`src/rtl/aux_xact_pkg.sv`:
```
package aux_xact_pkg;

  localparam int FL_HPD     = 0;
  localparam int FL_TO_ST   = 1;
  localparam int FL_TO      = 2;
  localparam int FL_BADSTOP = 3;
  localparam int FL_NODET   = 4;
  localparam int FL_BADH    = 5;
  localparam int FL_BADL    = 6;
  localparam int FLAG_W     = 7;

  typedef enum logic [2:0] {
    XS_OK       = 3'd0,
    XS_TIMEOUT  = 3'd1,
    XS_INVALID  = 3'd2,
    XS_HPD      = 3'd3,
    XS_OVERSIZE = 3'd4
  } xact_status_e;

  typedef enum logic [2:0] {
    RK_ACK      = 3'd0,
    RK_NACK     = 3'd1,
    RK_DEFER    = 3'd2,
    RK_I2C_NACK = 3'd3,
    RK_I2C_DEF  = 3'd4,
    RK_BAD      = 3'd5
  } reply_kind_e;

  typedef enum logic [3:0] {
    S_IDLE, S_LOAD, S_ACK, S_WCLR, S_DELAY, S_GO, S_WAIT, S_CLASS, S_READ, S_FIN
  } eng_state_e;

endpackage

```
`src/rtl/aux_idx_buf.sv`:
```
module aux_idx_buf #(
  parameter int DEPTH = 20,
  localparam int IW = $clog2(DEPTH + 1)
) (
  input  logic          clk,
  input  logic          rst_n,
  input  logic          clr,
  input  logic          we,
  input  logic [7:0]    wdata,
  input  logic          re,
  output logic [7:0]    rdata,
  output logic [IW-1:0] wr_cnt
);

  logic [IW-1:0]        wr_idx_q, wr_idx_d;
  logic [IW-1:0]        rd_idx_q, rd_idx_d;
  logic [DEPTH*8-1:0]   flat;
  logic                 wr_ok;

  assign wr_ok = we && (wr_idx_q < IW'(DEPTH));

  generate
    for (genvar g = 0; g < DEPTH; g++) begin : g_ent
      logic [7:0] ent_q;
      always_ff @(posedge clk) begin
        if (wr_ok && (wr_idx_q == IW'(g))) ent_q <= wdata;
      end
      assign flat[g*8 +: 8] = ent_q;
    end
  endgenerate

  always_comb begin
    rdata = 8'h00;
    for (int i = 0; i < DEPTH; i++) begin
      if (rd_idx_q == IW'(i)) rdata = flat[i*8 +: 8];
    end
  end

  always_comb begin
    wr_idx_d = wr_idx_q;
    rd_idx_d = rd_idx_q;
    if (clr) begin
      wr_idx_d = '0;
      rd_idx_d = '0;
    end else begin
      if (wr_ok) wr_idx_d = wr_idx_q + 1'b1;
      if (re && (rd_idx_q < IW'(DEPTH))) rd_idx_d = rd_idx_q + 1'b1;
    end
  end

  always_ff @(posedge clk or negedge rst_n) begin
    if (!rst_n) begin
      wr_idx_q <= '0;
      rd_idx_q <= '0;
    end else begin
      wr_idx_q <= wr_idx_d;
      rd_idx_q <= rd_idx_d;
    end
  end

  assign wr_cnt = wr_idx_q;

endmodule

```
`src/rtl/aux_hdr_enc.sv`:
```
module aux_hdr_enc #(
  parameter int DEPTH   = 20,
  parameter int PAY_MAX = 16,
  localparam int CNTW = $clog2(DEPTH + 1),
  localparam int LENW = $clog2(PAY_MAX + 1)
) (
  input  logic [3:0]           cmd,
  input  logic [19:0]          addr,
  input  logic [LENW-1:0]      len,
  input  logic [PAY_MAX*8-1:0] wdata,
  input  logic [CNTW-1:0]      idx,
  output logic [7:0]           byte_o,
  output logic [CNTW-1:0]      total
);

  logic            is_wr;
  logic [CNTW-1:0] hdr_n;
  logic [CNTW-1:0] pidx;
  logic [7:0]      pbyte;

  assign is_wr = (cmd == 4'h8) || (cmd == 4'h0) || (cmd == 4'h4);
  assign hdr_n = (len != '0) ? CNTW'(4) : CNTW'(3);
  assign total = hdr_n + (is_wr ? CNTW'(len) : CNTW'(0));
  assign pidx  = idx - hdr_n;

  always_comb begin
    pbyte = 8'h00;
    for (int i = 0; i < PAY_MAX; i++) begin
      if (pidx == CNTW'(i)) pbyte = wdata[i*8 +: 8];
    end
  end

  always_comb begin
    unique case (idx)
      CNTW'(0): byte_o = {cmd, addr[19:16]};
      CNTW'(1): byte_o = addr[15:8];
      CNTW'(2): byte_o = addr[7:0];
      CNTW'(3): byte_o = (len != '0) ? 8'(len - 1'b1) : pbyte;
      default:  byte_o = pbyte;
    endcase
  end

endmodule

```
`src/rtl/aux_reply_cls.sv`:
```
module aux_reply_cls
  import aux_xact_pkg::*;
#(
  parameter int DEPTH = 20,
  localparam int CNTW = $clog2(DEPTH + 1)
) (
  input  logic [FLAG_W-1:0] flags,
  input  logic [CNTW-1:0]   cnt,
  input  logic [7:0]        code_byte,
  input  logic [CNTW-1:0]   cap,
  output xact_status_e      status,
  output reply_kind_e       kind,
  output logic [CNTW-1:0]   plen
);

  logic [CNTW-1:0] body;

  assign body = cnt - 1'b1;

  always_comb begin
    status = XS_OK;
    kind   = RK_BAD;
    plen   = '0;
    if (flags[FL_HPD]) begin
      status = XS_HPD;
    end else if (flags[FL_TO_ST] || flags[FL_TO]) begin
      status = XS_TIMEOUT;
    end else if (flags[FL_BADSTOP] || flags[FL_NODET] || flags[FL_BADH] || flags[FL_BADL]) begin
      status = XS_INVALID;
    end else if (cnt == '0) begin
      status = XS_INVALID;
    end else begin
      unique case (code_byte[7:4])
        4'h0: begin
          if (body > cap) begin
            status = XS_OVERSIZE;
          end else begin
            kind = RK_ACK;
            plen = body;
          end
        end
        4'h1:    kind = RK_NACK;
        4'h2:    kind = RK_DEFER;
        4'h4:    kind = RK_I2C_NACK;
        4'h8:    kind = RK_I2C_DEF;
        default: status = XS_INVALID;
      endcase
    end
  end

endmodule

```
`src/rtl/aux_xact_engine.sv`:
```
module aux_xact_engine
  import aux_xact_pkg::*;
#(
  parameter int DEPTH   = 20,
  parameter int PAY_MAX = 16,
  parameter int DLYW    = 4,
  localparam int CNTW = $clog2(DEPTH + 1),
  localparam int LENW = $clog2(PAY_MAX + 1)
) (
  input  logic                 clk,
  input  logic                 rst_n,
  input  logic                 req_valid,
  output logic                 req_ready,
  input  logic [3:0]           req_cmd,
  input  logic [19:0]          req_addr,
  input  logic [LENW-1:0]      req_len,
  input  logic [PAY_MAX*8-1:0] req_wdata,
  input  logic [DLYW-1:0]      req_delay,
  input  logic [CNTW-1:0]      req_cap,
  output logic                 ln_go,
  output logic [CNTW-1:0]      ln_txcnt,
  input  logic                 ln_tx_re,
  output logic [7:0]           ln_tx_byte,
  input  logic                 ln_rx_we,
  input  logic [7:0]           ln_rx_byte,
  input  logic                 ln_done,
  input  logic [6:0]           ln_flags,
  output logic                 rsp_valid,
  output logic [7:0]           rsp_byte,
  output logic                 rsp_done,
  output logic [2:0]           rsp_status,
  output logic [2:0]           rsp_kind,
  output logic [CNTW-1:0]      rsp_len
);

  // reset: asserted asynchronously, released on a clock edge
  logic rst_meta_q, rst_sn;
  always_ff @(posedge clk or negedge rst_n) begin
    if (!rst_n) begin
      rst_meta_q <= 1'b0;
      rst_sn     <= 1'b0;
    end else begin
      rst_meta_q <= 1'b1;
      rst_sn     <= rst_meta_q;
    end
  end

  eng_state_e            st_q, st_d;
  logic [3:0]            cmd_q;
  logic [19:0]           addr_q;
  logic [LENW-1:0]       len_q;
  logic [PAY_MAX*8-1:0]  wdata_q;
  logic [DLYW-1:0]       dly_q;
  logic [CNTW-1:0]       cap_q;
  logic                  req_en;

  logic [CNTW-1:0]       hidx_q, hidx_d;
  logic [DLYW-1:0]       dcnt_q, dcnt_d;
  logic [CNTW-1:0]       rcnt_q, rcnt_d;
  logic                  done_q, done_d, done_ack;
  logic [FLAG_W-1:0]     flags_q;

  xact_status_e          status_q, cls_status;
  reply_kind_e           kind_q, cls_kind;
  logic [CNTW-1:0]       plen_q, cls_plen;
  logic                  cls_en;

  logic [7:0]            enc_byte;
  logic [CNTW-1:0]       enc_total;
  logic                  tx_clr, tx_we;
  logic                  rx_clr, rx_re;
  logic [7:0]            rx_rdata;
  logic [CNTW-1:0]       rx_cnt;
  logic [CNTW-1:0]       tx_cnt_unused;

  aux_hdr_enc #(.DEPTH(DEPTH), .PAY_MAX(PAY_MAX)) u_enc (
    .cmd(cmd_q), .addr(addr_q), .len(len_q), .wdata(wdata_q),
    .idx(hidx_q), .byte_o(enc_byte), .total(enc_total)
  );

  aux_idx_buf #(.DEPTH(DEPTH)) u_txbuf (
    .clk(clk), .rst_n(rst_sn), .clr(tx_clr), .we(tx_we), .wdata(enc_byte),
    .re(ln_tx_re), .rdata(ln_tx_byte), .wr_cnt(tx_cnt_unused)
  );

  aux_idx_buf #(.DEPTH(DEPTH)) u_rxbuf (
    .clk(clk), .rst_n(rst_sn), .clr(rx_clr), .we(ln_rx_we), .wdata(ln_rx_byte),
    .re(rx_re), .rdata(rx_rdata), .wr_cnt(rx_cnt)
  );

  aux_reply_cls #(.DEPTH(DEPTH)) u_cls (
    .flags(flags_q), .cnt(rx_cnt), .code_byte(rx_rdata), .cap(cap_q),
    .status(cls_status), .kind(cls_kind), .plen(cls_plen)
  );

  assign req_en   = (st_q == S_IDLE) && req_valid;
  assign tx_clr   = req_en;
  assign tx_we    = (st_q == S_LOAD);
  assign rx_clr   = (st_q == S_GO);
  assign rx_re    = (st_q == S_CLASS) || (st_q == S_READ);
  assign done_ack = (st_q == S_ACK);
  assign cls_en   = (st_q == S_CLASS);

  // next state
  always_comb begin
    st_d   = st_q;
    hidx_d = hidx_q;
    dcnt_d = dcnt_q;
    rcnt_d = rcnt_q;
    unique case (st_q)
      S_IDLE:  if (req_valid) begin st_d = S_LOAD; hidx_d = '0; end
      S_LOAD: begin
        hidx_d = hidx_q + 1'b1;
        if (hidx_q == enc_total - 1'b1) st_d = S_ACK;
      end
      S_ACK:   st_d = S_WCLR;
      S_WCLR:  if (done_q) st_d = S_ACK; else begin st_d = S_DELAY; dcnt_d = dly_q; end
      S_DELAY: if (dcnt_q == '0) st_d = S_GO; else dcnt_d = dcnt_q - 1'b1;
      S_GO:    st_d = S_WAIT;
      S_WAIT:  if (done_q) st_d = S_CLASS;
      S_CLASS: begin
        rcnt_d = cls_plen;
        st_d   = (cls_status == XS_OK && cls_kind == RK_ACK && cls_plen != '0) ? S_READ : S_FIN;
      end
      S_READ: begin
        rcnt_d = rcnt_q - 1'b1;
        if (rcnt_q == CNTW'(1)) st_d = S_FIN;
      end
      S_FIN:   st_d = S_IDLE;
      default: st_d = S_IDLE;
    endcase
  end

  always_comb begin
    done_d = done_ack ? 1'b0 : done_q;
    if (ln_done) done_d = 1'b1;
  end

  // state registers
  always_ff @(posedge clk or negedge rst_sn) begin
    if (!rst_sn) begin
      st_q   <= S_IDLE;
      hidx_q <= '0;
      dcnt_q <= '0;
      rcnt_q <= '0;
      done_q <= 1'b0;
    end else begin
      st_q   <= st_d;
      hidx_q <= hidx_d;
      dcnt_q <= dcnt_d;
      rcnt_q <= rcnt_d;
      done_q <= done_d;
    end
  end

  // datapath registers with explicit enables
  always_ff @(posedge clk or negedge rst_sn) begin
    if (!rst_sn) begin
      cmd_q    <= '0;
      addr_q   <= '0;
      len_q    <= '0;
      wdata_q  <= '0;
      dly_q    <= '0;
      cap_q    <= '0;
      flags_q  <= '0;
      status_q <= XS_OK;
      kind_q   <= RK_BAD;
      plen_q   <= '0;
    end else begin
      if (req_en) begin
        cmd_q   <= req_cmd;
        addr_q  <= req_addr;
        len_q   <= req_len;
        wdata_q <= req_wdata;
        dly_q   <= req_delay;
        cap_q   <= req_cap;
      end
      if (ln_done) flags_q <= ln_flags;
      if (cls_en) begin
        status_q <= cls_status;
        kind_q   <= cls_kind;
        plen_q   <= cls_plen;
      end
    end
  end

  assign req_ready  = (st_q == S_IDLE);
  assign ln_go      = (st_q == S_GO);
  assign ln_txcnt   = enc_total;
  assign rsp_valid  = (st_q == S_READ);
  assign rsp_byte   = rx_rdata;
  assign rsp_done   = (st_q == S_FIN);
  assign rsp_status = status_q;
  assign rsp_kind   = kind_q;
  assign rsp_len    = plen_q;

endmodule

```
`config.mk`:
```
export PLATFORM = sky130hd
export DESIGN_NAME = aux_xact_engine
export DESIGN_NICKNAME = d
export VERILOG_FILES = /design/src/rtl/aux_xact_pkg.sv /design/src/rtl/aux_idx_buf.sv /design/src/rtl/aux_hdr_enc.sv /design/src/rtl/aux_reply_cls.sv /design/src/rtl/aux_xact_engine.sv
export SDC_FILE = /design/constraint.sdc
export NUM_CORES = 1
export LEC_CHECK = 0
export ABC_AREA = 0
export BUFFER_PORTS_ARGS = -buffer_cell sky130_fd_sc_hd__buf_2
export CAP_MARGIN = 30
export CORE_ASPECT_RATIO = 0.9
export CORE_MARGIN = 2
export CORE_UTILIZATION = 50
export CTS_CLUSTER_SIZE = 24
export DETAILED_ROUTE_END_ITERATION = 6
export PLACE_DENSITY = 0.69
export SLEW_MARGIN = 20
export SYNTH_ARGS = -nofsm -noshare
export SYNTH_HDL_FRONTEND = slang
export SYNTH_SLANG_ARGS = --single-unit
```
`constraint.sdc`:
```
create_clock -name clk -period 8.2 [get_ports clk]
set_input_delay 1.64 -clock clk [delete_from_list [all_inputs] [get_ports clk]]
set_output_delay 1.64 -clock clk [all_outputs]
set_load 0.02 [all_outputs]
```
==> run summary <==
The arrival time reported for the critical path endpoint is 4.18 ns. In this run the power density over the cells is 418 nW/um^2. The total of buffers placed on input and output ports is 222. In the global route stage, overall resource usage came out at 26.9%. Global routing finished with a remaining overflow of 0. After synthesis the netlist holds a flip-flop and latch count of 545. Routability-driven placement finished with a final weighted congestion of 0.916. The number of buffers created by CTS is 55. The setup-violating endpoint count in the final report came out at 0. In this run the vertical extent of the chip is 218 um.

OpenSTA, run right after detailed placement, puts the worst setup slack at 2.67 ns. The slowest stage of the critical path is the sky130_fd_sc_hd__dfrtp_1 cell. During I/O placement, the number of pins put on the boundary was 223. The estimated wirelength of the detail-placed design is 49900 um. The area added between synthesis and finish is 14.7%. The number of DRC violations after detailed routing is 0. The average footprint of a synthesized cell is 10.6 sq um. The async set-reset flop share out of synthesis came out at 41.3%. The met2 usage is 41.8%. The starting density of the core came out at 50.4%.

The number of failing hold endpoints at the final stage came out at 0. The initial antenna violation count was 0. The critical path capture point type is an output pin.

The signal on the critical path passes through buf_4 > nor3b_1 > nor2b_1 > a221oi_1 > a2111oi_0 > or3_1 > buf_2. The combined area of all synthesized cells came out at 25300 sq um. The number of inserted diodes came out at 0.

For the pin with the worst max-slew slack, the measured transition is 0.942 ns. The pin count of the biggest net entering global routing is 107. For the worst setup path, the data required time is 6.56 ns. The area inside the core boundary is 50300 sq um. The clock latency of the later-clocked register in the worst-skew pair came out at 0.62 ns. The clock-pin slew reported for the worst setup and hold paths after clock tree synthesis is 0.06 ns.

The slack of the critical path is 2.38 ns. The global routing met3 resource utilization came out at 5.23%. Summing all non-filler instances in the final layout gives an area of 29100 sq um. Setup repair after global routing left no endpoint under its margin.

The largest driver fanout on the critical path is 30. The most used flip-flop cell after synthesis is sky130_fd_sc_hd__edfxtp_1. Across the routed clock network, the largest skew measured is 0.0245 ns. The die area is 52500 sq um.

The post-detailed-placement cell area came out at 27200 sq um. The total via count after detailed routing is 19600. After global routing, the most crowded layer is met2. After floorplanning, the core was divided into 78 placement rows. The H-tree level count came out at 2. TritonCTS built the clock tree. The final wirelength is 70300 um. Dividing the detail-routed wire length by the instance count gives 21.2 um. The total number of nets in the final design is 2822. The synthesized design contains 320 enable-type register cells.

The via count of the first global-routing pass came out at 19100. Once the clock tree was built, the setup fixing pass inserted 0 buffers. Timing would allow up to 0.172 GHz. Measured along the x axis, the die boundary spans 241 um. The global-route wire length before repair is 109000 um. The instance count of the mapped netlist is 2399. The number of nets handed over by synthesis was 2629.

The number of DRC markers in iteration 0 came out at 1821. The CTS root buffer is sky130_fd_sc_hd__clkbuf_16. The number of nets with antenna violations after detailed routing came out at 0. The register area share after synthesis is 60.1%. The worst path uses 71.0% of the clock period.

Global routing consumed, on the met1 layer, 38.5% of the routing resources. The count of clock tree sinks came out at 545. The analysis attributes to cell leakage a power of 12.0 nW.

The total iterations of the first detailed-routing run came out at 6. For this run, the slowest stage of the critical path takes 0.64 ns. The fraction of final layout cells with drive strength greater than 1 is 15.3%.

For this design, the CTS-stage hold fixing added 0 buffers. The number of different library cells in the post-synthesis netlist is 91. Final hold analysis gives a worst-case slack of 0.293 ns. The run finished with clean final reports. STA classifies the critical path startpoint as a register. Post-CTS repair changed the size of 0 cells. The Yosys step of the flow raised 0 warnings. The setup TNS came out at 0 ns. Across the run, the number of max-cap violations was 0. The number of buffers on the longest clock path came out at 3. The relative max-transition margin came out at 36.4%. The count of final max-slew check failures was 0. The critical path class is reg -> out. The worst hold path belongs to the class reg -> async.

In the routed layout, each cell is associated on average with a via count of 5.92. Counting I/O delays and the setup requirement, the final critical path takes 5.82 ns. The maximum VDD drop came out at 0.238 mV.
cell usage after synthesis, types with 9 or more instances:
cell / n / share of area, %
sky130_fd_sc_hd__clkbuf_1: 101 / 1.5
sky130_fd_sc_hd__inv_1: 69 / 1.0
sky130_fd_sc_hd__a21o_1: 13 / 0.39
sky130_fd_sc_hd__edfxtp_1: 320 / 38
sky130_fd_sc_hd__nor2_1: 139 / 2.1
sky130_fd_sc_hd__a221oi_1: 35 / 1.2
sky130_fd_sc_hd__o211ai_1: 14 / 0.41
sky130_fd_sc_hd__o21ai_0: 118 / 2.3
sky130_fd_sc_hd__nor2b_1: 28 / 0.69
sky130_fd_sc_hd__nand2_1: 601 / 8.9
sky130_fd_sc_hd__dfrtp_1: 223 / 22
sky130_fd_sc_hd__xor2_1: 15 / 0.52
sky130_fd_sc_hd__nand3_1: 33 / 0.65
sky130_fd_sc_hd__o221ai_1: 22 / 0.76
sky130_fd_sc_hd__a22oi_1: 25 / 0.74
sky130_fd_sc_hd__o32ai_1: 10 / 0.35
sky130_fd_sc_hd__and2_1: 45 / 1.1
sky130_fd_sc_hd__a211oi_1: 12 / 0.36
sky130_fd_sc_hd__a31oi_1: 16 / 0.39
sky130_fd_sc_hd__mux2_2: 10 / 0.44
sky130_fd_sc_hd__buf_1: 14 / 0.21
sky130_fd_sc_hd__a222oi_1: 9 / 0.36
sky130_fd_sc_hd__buf_2: 9 / 0.18
sky130_fd_sc_hd__xnor2_1: 16 / 0.55
sky130_fd_sc_hd__nand2b_1: 21 / 0.52
sky130_fd_sc_hd__or3_1: 11 / 0.27
sky130_fd_sc_hd__ha_1: 41 / 2.0
sky130_fd_sc_hd__o22ai_1: 30 / 0.74
sky130_fd_sc_hd__a221o_1: 9 / 0.36
sky130_fd_sc_hd__nor3_1: 48 / 0.95
sky130_fd_sc_hd__nor4_1: 12 / 0.30
sky130_fd_sc_hd__nor3b_1: 10 / 0.30
sky130_fd_sc_hd__o31ai_1: 19 / 0.56
sky130_fd_sc_hd__a21oi_1: 101 / 2.0
sky130_fd_sc_hd__o21ai_1: 13 / 0.26
sky130_fd_sc_hd__nand4_1: 14 / 0.35
sky130_fd_sc_hd__and3_1: 9 / 0.22
through the flow:
step / instances / power, mW / util, %
6_report: 3318 / 12.2 / 57.8
5_1_grt: 3318 / 12.9 / 57.8
4_1_cts: 3313 / 12.1 / 57.7
3_5_place_dp: 3210 / 9.58 / 54.0
3_3_place_gp: 3206 / 9.41 / 53.9
2_1_floorplan: 2399 / 7.68 / -
final timing paths:
path                                            startpoint                              endpoint  slack [ns]  cells past startpoint
min                                       rst_sn$_DFF_PN0_                addr_q[13]$_DFFE_PN0P_        0.29                      0
max in group asynchronous                 rst_sn$_DFF_PN0_               wdata_q[55]$_DFFE_PN0P_        6.54                      3
min in group clk                      rst_meta_q$_DFF_PN0_                      rst_sn$_DFF_PN0_        0.36                      0
max                        u_rxbuf.rd_idx_q[2]$_DFFE_PN0P_                           rsp_byte[5]        2.38                      7
min reg2reg                               rst_sn$_DFF_PN0_                addr_q[13]$_DFFE_PN0P_        0.29                      0
max reg2reg                           len_q[0]$_DFFE_PN0P_  u_txbuf.g_ent[12].ent_q[6]$_DFFE_PP_        2.65                     15
state kept, by name, summed over array words and instances (netlist names), 7 cells and up:
signal and flops:
wdata_q 128, u_txbuf.g_ent.ent_q 160, addr_q 20, flags_q 7
u_rxbuf.g_ent.ent_q 160
logic make-up (layout without fill, tap and decap cells):
| kind of cell | Yosys count | count (layout) | synth area share [%] |
|---|---|---|---|
| adder cells (fa/ha/maj) | 44 | 44 | 2.23 |
| XOR/XNOR | 31 | 31 | 1.07 |
| buffers and inverters | 209 | 448 | 3.41 |
| other | 1 | 1 | 0.0148 |
| flip-flops | 545 | 545 | 60.1 |
| multiplexers | 19 | 19 | 0.849 |
| AND/OR/NAND/NOR | 1035 | 1035 | 18.6 |
| AO/OA/AOI/OAI | 515 | 515 | 13.7 |
per-layer routing:
layer	vias up	share of wire, %
met5	-	0
met4	0	2.8
met3	130	8.1
met2	851	46
met1	9620	43
li1	9035	-
critical path, delay by kind of cell (launching register included):
kind                   cells  cell delay [ns]
AND/OR/NAND/NOR            3             1.47
flip-flops                 1             0.64
AO/OA/AOI/OAI              2             0.81
buffers and inverters      2             0.63
power breakdown:
part	internal [mW]	leakage, nW	switching [mW]
logic	1.65	5.34	3.49
clock network	1.49	0.901	1.06
registers	4.01	5.72	0.457
layout make-up:
cell class	count	area, sq um
repair buffers	273	1560
well taps	680	851
inverters	72	270
flip-flops and latches	545	15200
clock inverters	30	275
fillers	4259	21200
clock buffers	73	1560
multi-input cells	1645	9300
placed cells by master (no fill, tap or decap), types with 15 or more instances in the layout:
| cell type | instances |
|---|---|
| sky130_fd_sc_hd__a21oi_1 | 101 |
| sky130_fd_sc_hd__a221oi_1 | 35 |
| sky130_fd_sc_hd__a22oi_1 | 25 |
| sky130_fd_sc_hd__and2_1 | 44 |
| sky130_fd_sc_hd__buf_2 | 223 |
| sky130_fd_sc_hd__buf_4 | 43 |
| sky130_fd_sc_hd__clkbuf_16 | 57 |
| sky130_fd_sc_hd__dfrtp_1 | 222 |
| sky130_fd_sc_hd__edfxtp_1 | 320 |
| sky130_fd_sc_hd__ha_1 | 41 |
| sky130_fd_sc_hd__inv_1 | 69 |
| sky130_fd_sc_hd__nand2_1 | 600 |
| sky130_fd_sc_hd__nand2b_1 | 21 |
| sky130_fd_sc_hd__nand3_1 | 33 |
| sky130_fd_sc_hd__nor2_1 | 139 |
| sky130_fd_sc_hd__nor2b_1 | 28 |
| sky130_fd_sc_hd__nor3_1 | 48 |
| sky130_fd_sc_hd__o21ai_0 | 117 |
| sky130_fd_sc_hd__o221ai_1 | 22 |
| sky130_fd_sc_hd__o22ai_1 | 30 |
| sky130_fd_sc_hd__o31ai_1 | 18 |
| sky130_fd_sc_hd__xnor2_1 | 15 |
Power figures use the tool's default switching activity.
